$ cat src/rtl/qdac_pkg.sv
// Package: shared widths of the serial quad-DAC front end.
// Assumes the frame is two flags, then address, then data, MSB first.
package qdac_pkg;
    localparam int CH_N    = 4;
    localparam int DATA_W  = 8;
    localparam int ADDR_W  = $clog2(CH_N);
    localparam int FRAME_W = 2 + ADDR_W + DATA_W;
    localparam int ALL_BIT = FRAME_W - 1;
    localparam int CHN_BIT = FRAME_W - 2;
    localparam int SYNC_W  = 5;
endpackage

$ cat src/rtl/qdac_sync.sv
// Module: qdac_sync
// Two-stage synchronizer plus one edge stage for a bundle of
// asynchronous pins. Gives the level and one-cycle rise/fall pulses.
// Assumes each pin is stable for several system clocks per level.
module qdac_sync #(
    parameter int            W       = 5,
    parameter logic [W-1:0]  RST_VAL = '0
) (
    input  logic         clk,
    input  logic         rst_n,
    input  logic [W-1:0] pin_i,
    output logic [W-1:0] lvl_o,
    output logic [W-1:0] rise_o,
    output logic [W-1:0] fall_o
);
    logic [W-1:0] s1_q, s2_q, s3_q;

    // Shift the pins through the synchronizer and edge stages.
    always_ff @(posedge clk) begin
        if (!rst_n) begin
            s1_q <= RST_VAL;
            s2_q <= RST_VAL;
            s3_q <= RST_VAL;
        end else begin
            s1_q <= pin_i;
            s2_q <= s1_q;
            s3_q <= s2_q;
        end
    end

    // Derive level and edge pulses.
    always_comb begin
        lvl_o  = s2_q;
        rise_o = s2_q & ~s3_q;
        fall_o = ~s2_q & s3_q;
    end
endmodule

$ cat src/rtl/qdac_shifter.sv
// Module: qdac_shifter
// Collects serial bits while select is low and raises commit for one
// cycle after select rises, if at least FRAME_W bits arrived.
// Assumes synchronized inputs; longer frames keep the newest bits.
module qdac_shifter
    import qdac_pkg::*;
(
    input  logic               clk,
    input  logic               rst_n,
    input  logic               cs_lvl,
    input  logic               cs_rise,
    input  logic               cs_fall,
    input  logic               sclk_rise,
    input  logic               sdin,
    output logic [FRAME_W-1:0] frame_o,
    output logic               commit_o
);
    localparam int CNT_W = $clog2(FRAME_W + 1);
    localparam logic [CNT_W-1:0] FULL = CNT_W'(FRAME_W);

    logic [FRAME_W-1:0] sr_q;
    logic [CNT_W-1:0]   cnt_q;
    logic               commit_q;

    // Shift on each qualified clock rise; count bits, saturating at FULL.
    always_ff @(posedge clk) begin
        if (!rst_n) begin
            sr_q  <= '0;
            cnt_q <= '0;
        end else if (cs_fall) begin
            cnt_q <= '0;
        end else if (!cs_lvl && sclk_rise) begin
            sr_q <= {sr_q[FRAME_W-2:0], sdin};
            if (cnt_q != FULL) cnt_q <= cnt_q + 1'b1;
        end
    end

    // Issue the commit pulse when select rises after a full frame.
    always_ff @(posedge clk) begin
        if (!rst_n) commit_q <= 1'b0;
        else        commit_q <= cs_rise && (cnt_q == FULL);
    end

    assign frame_o  = sr_q;
    assign commit_o = commit_q;
endmodule

$ cat src/rtl/qdac_regbank.sv
// Module: qdac_regbank
// Input and DAC register pairs for every channel, plus the global and
// per-channel shutdown flags. Clear wins over load and over commits.
// Assumes commit is a single-cycle pulse and the frame is stable while it is high.
module qdac_regbank
    import qdac_pkg::*;
(
    input  logic                          clk,
    input  logic                          rst_n,
    input  logic                          clr_lvl,
    input  logic                          load_lvl,
    input  logic                          commit,
    input  logic [FRAME_W-1:0]            frame,
    output logic [CH_N-1:0][DATA_W-1:0]   in_q,
    output logic [CH_N-1:0][DATA_W-1:0]   dac_q,
    output logic                          sd_all_q,
    output logic [CH_N-1:0]               sd_ch_q
);
    logic [ADDR_W-1:0] addr;
    logic [DATA_W-1:0] data;
    logic              accept;

    // Split the frame into its fields.
    always_comb begin
        addr   = frame[DATA_W +: ADDR_W];
        data   = frame[DATA_W-1:0];
        accept = commit && clr_lvl;
    end

    // Global shutdown flag, set by a low all-off bit.
    always_ff @(posedge clk) begin
        if (!rst_n)      sd_all_q <= 1'b0;
        else if (accept) sd_all_q <= ~frame[ALL_BIT];
    end

    for (genvar g = 0; g < CH_N; g++) begin : g_ch
        // Input register: cleared, or written by an addressed frame.
        always_ff @(posedge clk) begin
            if (!rst_n || !clr_lvl)                      in_q[g] <= '0;
            else if (accept && addr == ADDR_W'(g))       in_q[g] <= data;
        end

        // DAC register: cleared, or transparent while load is low.
        always_ff @(posedge clk) begin
            if (!rst_n || !clr_lvl) dac_q[g] <= '0;
            else if (!load_lvl)     dac_q[g] <= in_q[g];
        end

        // Per-channel shutdown, set by a low channel-off bit.
        always_ff @(posedge clk) begin
            if (!rst_n)                                  sd_ch_q[g] <= 1'b0;
            else if (accept && addr == ADDR_W'(g))       sd_ch_q[g] <= ~frame[CHN_BIT];
        end
    end
endmodule

$ cat src/rtl/qdac_serial_front.sv
// Module: qdac_serial_front (top)
// Serial front end of a four-channel DAC: synchronizes the link pins,
// assembles frames, and drives double-buffered codes and shutdown flags.
// Assumes link pins change slowly relative to clk.
module qdac_serial_front
    import qdac_pkg::*;
(
    input  logic                       clk,
    input  logic                       rst_n,
    input  logic                       ser_cs_n,
    input  logic                       ser_clk,
    input  logic                       ser_din,
    input  logic                       load_n,
    input  logic                       clear_n,
    input  logic                       force_off,
    output logic [CH_N*DATA_W-1:0]     dac_code,
    output logic [CH_N-1:0]            chan_off
);
    // Pin order: 0 cs, 1 sclk, 2 din, 3 load, 4 clear.
    localparam logic [SYNC_W-1:0] PIN_RST = 5'b11001;

    logic [SYNC_W-1:0] lvl, rise, fall;
    logic [FRAME_W-1:0] frame;
    logic commit;
    logic [CH_N-1:0][DATA_W-1:0] in_q, dac_q;
    logic sd_all_q;
    logic [CH_N-1:0] sd_ch_q;

    qdac_sync #(.W(SYNC_W), .RST_VAL(PIN_RST)) u_sync (
        .clk(clk), .rst_n(rst_n),
        .pin_i({clear_n, load_n, ser_din, ser_clk, ser_cs_n}),
        .lvl_o(lvl), .rise_o(rise), .fall_o(fall)
    );

    qdac_shifter u_shift (
        .clk(clk), .rst_n(rst_n),
        .cs_lvl(lvl[0]), .cs_rise(rise[0]), .cs_fall(fall[0]),
        .sclk_rise(rise[1]), .sdin(lvl[2]),
        .frame_o(frame), .commit_o(commit)
    );

    qdac_regbank u_bank (
        .clk(clk), .rst_n(rst_n),
        .clr_lvl(lvl[4]), .load_lvl(lvl[3]),
        .commit(commit), .frame(frame),
        .in_q(in_q), .dac_q(dac_q),
        .sd_all_q(sd_all_q), .sd_ch_q(sd_ch_q)
    );

    // Drive the outputs; force_off acts without a clock.
    always_comb begin
        dac_code = dac_q;
        chan_off = sd_ch_q | {CH_N{sd_all_q | force_off}};
    end
endmodule

$ cat config.mk
export PLATFORM = sky130hd
export DESIGN_NAME = qdac_serial_front
export DESIGN_NICKNAME = d
export VERILOG_FILES = /design/src/rtl/qdac_pkg.sv /design/src/rtl/qdac_sync.sv /design/src/rtl/qdac_shifter.sv /design/src/rtl/qdac_regbank.sv /design/src/rtl/qdac_serial_front.sv
export SDC_FILE = /design/constraint.sdc
export NUM_CORES = 1
export LEC_CHECK = 0
export ABC_AREA = 1
export BUFFER_PORTS_ARGS = -buffer_cell sky130_fd_sc_hd__buf_2
export CORE_MARGIN = 2
export CORE_UTILIZATION = 49
export DETAILED_ROUTE_END_ITERATION = 16
export GPL_TIMING_DRIVEN = 1
export PLACE_DENSITY = 0.81
export SLEW_MARGIN = 20
export SYNTH_ARGS = -nofsm -noshare
export SYNTH_HDL_FRONTEND = slang
export SYNTH_SLANG_ARGS = --single-unit
$ cat constraint.sdc
create_clock -name clk -period 1.5 [get_ports clk]
set_input_delay 0.3 -clock clk [delete_from_list [all_inputs] [get_ports clk]]
set_output_delay 0.3 -clock clk [all_outputs]
set_load 0.02 [all_outputs]
# Yosys cells after proc, flatten, opt, wreduce, memory -nomap -nowiden
# Cells that the tools add are included.
# op_classes
add_sub_neg	1
n_shift	0
magnitude_cmp	0
div	0
multipliers	0
mux	0
eq_ne	5
reduce_logical	15
bitwise	10
# ops
op	count
$logic_and A1 B1 Y1	7
$not A1 Y1	5
$add A4 B1 Y4 const B	1
$eq A2 B2 Y1 const B	2
$eq A4 B4 Y1 const B	1
$ne A4 B4 Y1 const B	1
$or A4 B4 Y4	1
$reduce_and A2 Y1	2
$logic_not A1 Y1	3
$and A2 B2 Y2	1
$eq A2 B1 Y1 const B	1
$logic_not A2 Y1	1
$not A2 Y2	1
$reduce_or A2 Y1	1
$and A1 B1 Y1	1
$logic_or A1 B1 Y1	1
$or A1 B1 Y1	1
# totals
ramBits	0
latch_bits	0
n_memories	0
register_bits	98
mem_bits_ro	0
out_inout_bits	36
word_cells	50
input_bits	8

# Longest topological paths before layout
# depth
ltp_word	4
depth_mapped	7
ltp_nobuf	7

# Cells and area by module
# Synthesis repeated with hierarchy kept, for this count alone.
# hier_totals
cells_unflattened	518
hier_area_um2	3829.9
# by_module_without_submodules
mod	area_each_um2	n_inst	cells_each
qdac_regbank	2606.2	1	356
qdac_shifter	696.9	1	90
qdac_sync	490.5	1	63
qdac_serial_front	36.3	1	9

# Worst setup path before layout
# OpenSTA, ideal clock, no wires.
# synth_path
kind	reg-to-reg
from	reg u_shift.cnt_q[0]
to	reg u_shift.cnt_q[1]
arrival_time_ps	999
setup_ps	117
required_time_ps	1383
n_path_buf	0
stages_incl_launch_ff	7
synth_period_minus_slack_ps	1117
slack_ps	383
cell_sequence	dfxtp_1 -> inv_1 -> ha_1 -> nand3_1 -> nand3_1 -> nand2_1 -> a21oi_1
# synth_via
elab_chain_cells	2
word_cells_on_any_way	3
cone_classes	1 x add/sub; 1 x eq/ne; 1 x reduce/logical
# synth_rtl
element	line_no	text
from (decl)	qdac_shifter.sv:22	logic [CNT_W-1:0] cnt_q;
from (signal assigned)	qdac_shifter.sv:34	if (cnt_q != FULL) cnt_q <= cnt_q + 1'b1;
branches (longest 2 deep; another with $add A4 B1 Y4)	n/a	
# Several ways; the timed one is not identified.
# A chain may end at the register's enable or synchronous reset.

# Final worst setup path
# layout_path
from	reg u_bank.sd_all_q
to	out chan_off[1]
# layout_via
elab_chain_cells	2
# layout_rtl
element	line_no	text
from (decl)	qdac_regbank.sv:16	output logic sd_all_q,
from (signal assigned)	qdac_regbank.sv:33	else if (accept) sd_all_q <= ~frame[ALL_BIT];
$or A1 B1 Y1	qdac_serial_front.sv:53	chan_off = sd_ch_q | {CH_N{sd_all_q | force_off}};
$or A4 B4 Y4	qdac_serial_front.sv:53	
to (decl)	qdac_serial_front.sv:17	output logic [CH_N-1:0] chan_off
# No other way between the ends.

==> metrics.yaml <==
outcome:
  status: "finished, final reports clean"
clock_tree:
  cts_buffer_depth: 2
  cts.sink_count: 98
  cts-htree-levels: 3
  postCtsSetupBuffers: 0
  clk_latency_ps: 360
  clk_pin_slew_ps: 90
  tritoncts.num_buffers: 9
  cts_tree: "built"
  cts_root_buf: "clkbuf_8"
  hold_buffers: 0
routing:
  wirelength_um: 6770
  vias: 2887
  first_iter_violations: 184
  dr.pass1.iters: 4
  top_layer: "met4"
  wl_met1_um: 3090
  wl_met3_um: 224
  routedWlPerCell_um: 11.1
  route.detailed.drc: 0
  vias_per_cell: 4.75
  ant_nets: 0
  wl_met2_um: 3350
placement:
  routabilityCongestion: 0.765
  io_buffers: 43
  dp_hpwl_um: 4640
power_and_ir_drop:
  power.leakage_nw: 1.64
  power_density_nw_per_um2: 1090
  ir_drop_uv: 605
global_route:
  grt_use_total_pct: 17.7
  antenna_found_initial: 0
  grt_pass1_vias: 2648
  grt_max_degree: 33
  grt_pass1_wl_um: 11600
  overflow: 0
yosys:
  synthTopCellsByArea: "dfxtp_1 (54%), nand2_1 (12%), nor2_1 (10%)"
  ys_seq_area_share_pct: 54.4
  synth_nets: 473
  syn_area_um2: 3610
  postSynthCellCount: 463
  ys_seq_elements: 98
  synth_top_area_share_pct: 54.4
  synth_area_leader_cell: "dfxtp_1"
  synth_warnings: 0
  ys_types: 28
  post_synth.cell_area_avg_um2: 7.79
timing:
  tightest_slew_ps: 412
  fin_crit_ps: 1380
  rsz0062_at_grt: "no"
  slew_viol_final: 0
  setup_violations: 0
  whs_ps: 119
  maxSlewHeadroom_pct: 72.5
  fmax_ghz: 0.723
  fin_tns_setup_ps: 0
  timing.final.crit_share_pct: 92.2
  finalHoldViolations: 0
  fin_skew_ps: 5.69
critical_path:
  cp-start-kind: "flop"
  required_ps: 1200
  r2r_cells: 6
  cp-end-kind: "output port"
  worstReg2RegStart: "u_shift.cnt_q[0]"
  crit_arrival_ps: 1080
  reg2reg_slack_ps: 180
  reg2reg_to: "u_shift.cnt_q[0]"
  cp_max_fo: 4
  crit_type: "reg2out"
floorplanning:
  core_area_um2: 7180
  io_pins: 44
  core.rowCount: 31
  initial_core_util_pct: 50.3
  die_w_um: 89.8
  die_h_um: 89.8
  die_area_um2: 8060
hold_path:
  hp-class: "in2reg"
  hold_start: "load_n"
  min_to: "u_sync.s1_q[3]"
  hold-path-cell-count: 2
final_layout:
  fillCellCount: 678
  seqCellArea_um2: 1960
  diodes: 0
  multi_input_area_um2: 1400
  fin_util_pct: 56.9
  area_growth_pct: 13.3
  nNetsFinal: 514
  drive_gt1_share_pct: 18.1
run:
  maxCapViolations: 0
[per-layer routing]
layer | up-vias | track usage (%)
met1 | 1311 | 22.5
met4 | 0 | 8.08
met2 | 46 | 28.7
met3 | 8 | 4.11
li1 | 1522 | -
met5 | - | 0
[sequential cells by signal, indices dropped and copies added (netlist names), 2 cells and up]
| signal | flops |
|---|---|
| u_sync.lvl_o | 5 |
| u_shift.cnt_q | 4 |
| u_bank.dac_q | 32 |
| u_bank.sd_ch_q | 4 |
| u_sync.s1_q | 5 |
| u_bank.in_q | 32 |
| u_sync.s3_q | 2 |
| u_shift.frame_o | 12 |
[how the worst max path moves through the flow]
stage | from | end | slack [ps]
2_1_floorplan | u_shift.cnt_q[0] | u_shift.cnt_q[1] | 380
3_3_place_gp | force_off | chan_off[3] | 250
3_5_place_dp | u_shift.cnt_q[0] | u_shift.cnt_q[3] | 200
4_1_cts | u_bank.sd_all_q | chan_off[1] | 40
5_1_grt | u_bank.sd_all_q | chan_off[1] | 30
6_report | u_bank.sd_all_q | chan_off[1] | 120
[cell usage in the layout, fill, tap and decap left out, types with 3 or more instances in the layout]
cell,n
a21oi_1,37
buf_2,43
buf_4,6
clkbuf_8,10
dfxtp_1,98
inv_1,27
inv_2,6
nand2_1,113
nand3_1,5
nand3_4,3
nor2_1,96
o21ai_0,28
o21ai_1,6
o21ai_2,3
or2_2,6
[final cells by class]
type,instances,area share (%)
Tap cell,99,3.03
Clock inverter,4,1.26
Clock buffer,12,3.55
Inverter,36,3.46
Multi-Input combinational cell,310,34.3
Timing Repair Buffer,49,6.37
Sequential cell,98,48.0
[cells in the mapped netlist, drive strengths merged]
master  count
dfxtp      98
a21oi      38
inv        35
nand3       8
buf        15
nor3        1
clkbuf      4
nand4       1
nand2     115
nand3b      1
nor4        1
nor2      100
or2         6
ha          2
o21ai      37
clkinv      1
[worst max-delay path, stage by stage, from the launching register on]
cell and delay (ps):
dfxtp_1 340, nor2_4 170, nand2_1 60, buf_2 160
[repair_timing]
item | in CTS | in global routing
resized for setup | 1 | 1
gates cloned | 0 | 0
setup endpoints to repair | 4 | 4
[metrics by stage]
stage / area [um2] / setup slack (ps) / std cells / power (W)
floorplan: 3610 / 383 / 463 / 0.00280
global placement: 3880 / 254 / 592 / 0.00283
detailed placement: 3880 / 201 / 592 / 0.00284
CTS: 4080 / 38.8 / 608 / 0.00450
global route: 4080 / 34.6 / 608 / 0.00465
finish: 4080 / 117 / 608 / 0.00445
[where the power goes]
group	switching, W	internal [W]
clock network	0.000860	0.000818
registers	0.00000765	0.00261
logic	0.000106	0.0000488
total	0.000973	0.00348
[kinds of logic after synthesis]
kind of cell    synth area share (%)
simple gates                    27.1
buf+inv                         6.97
fa+ha+maj                      0.694
compound gates                  10.8
flops                           54.4
Power figures use the tool's default switching activity.
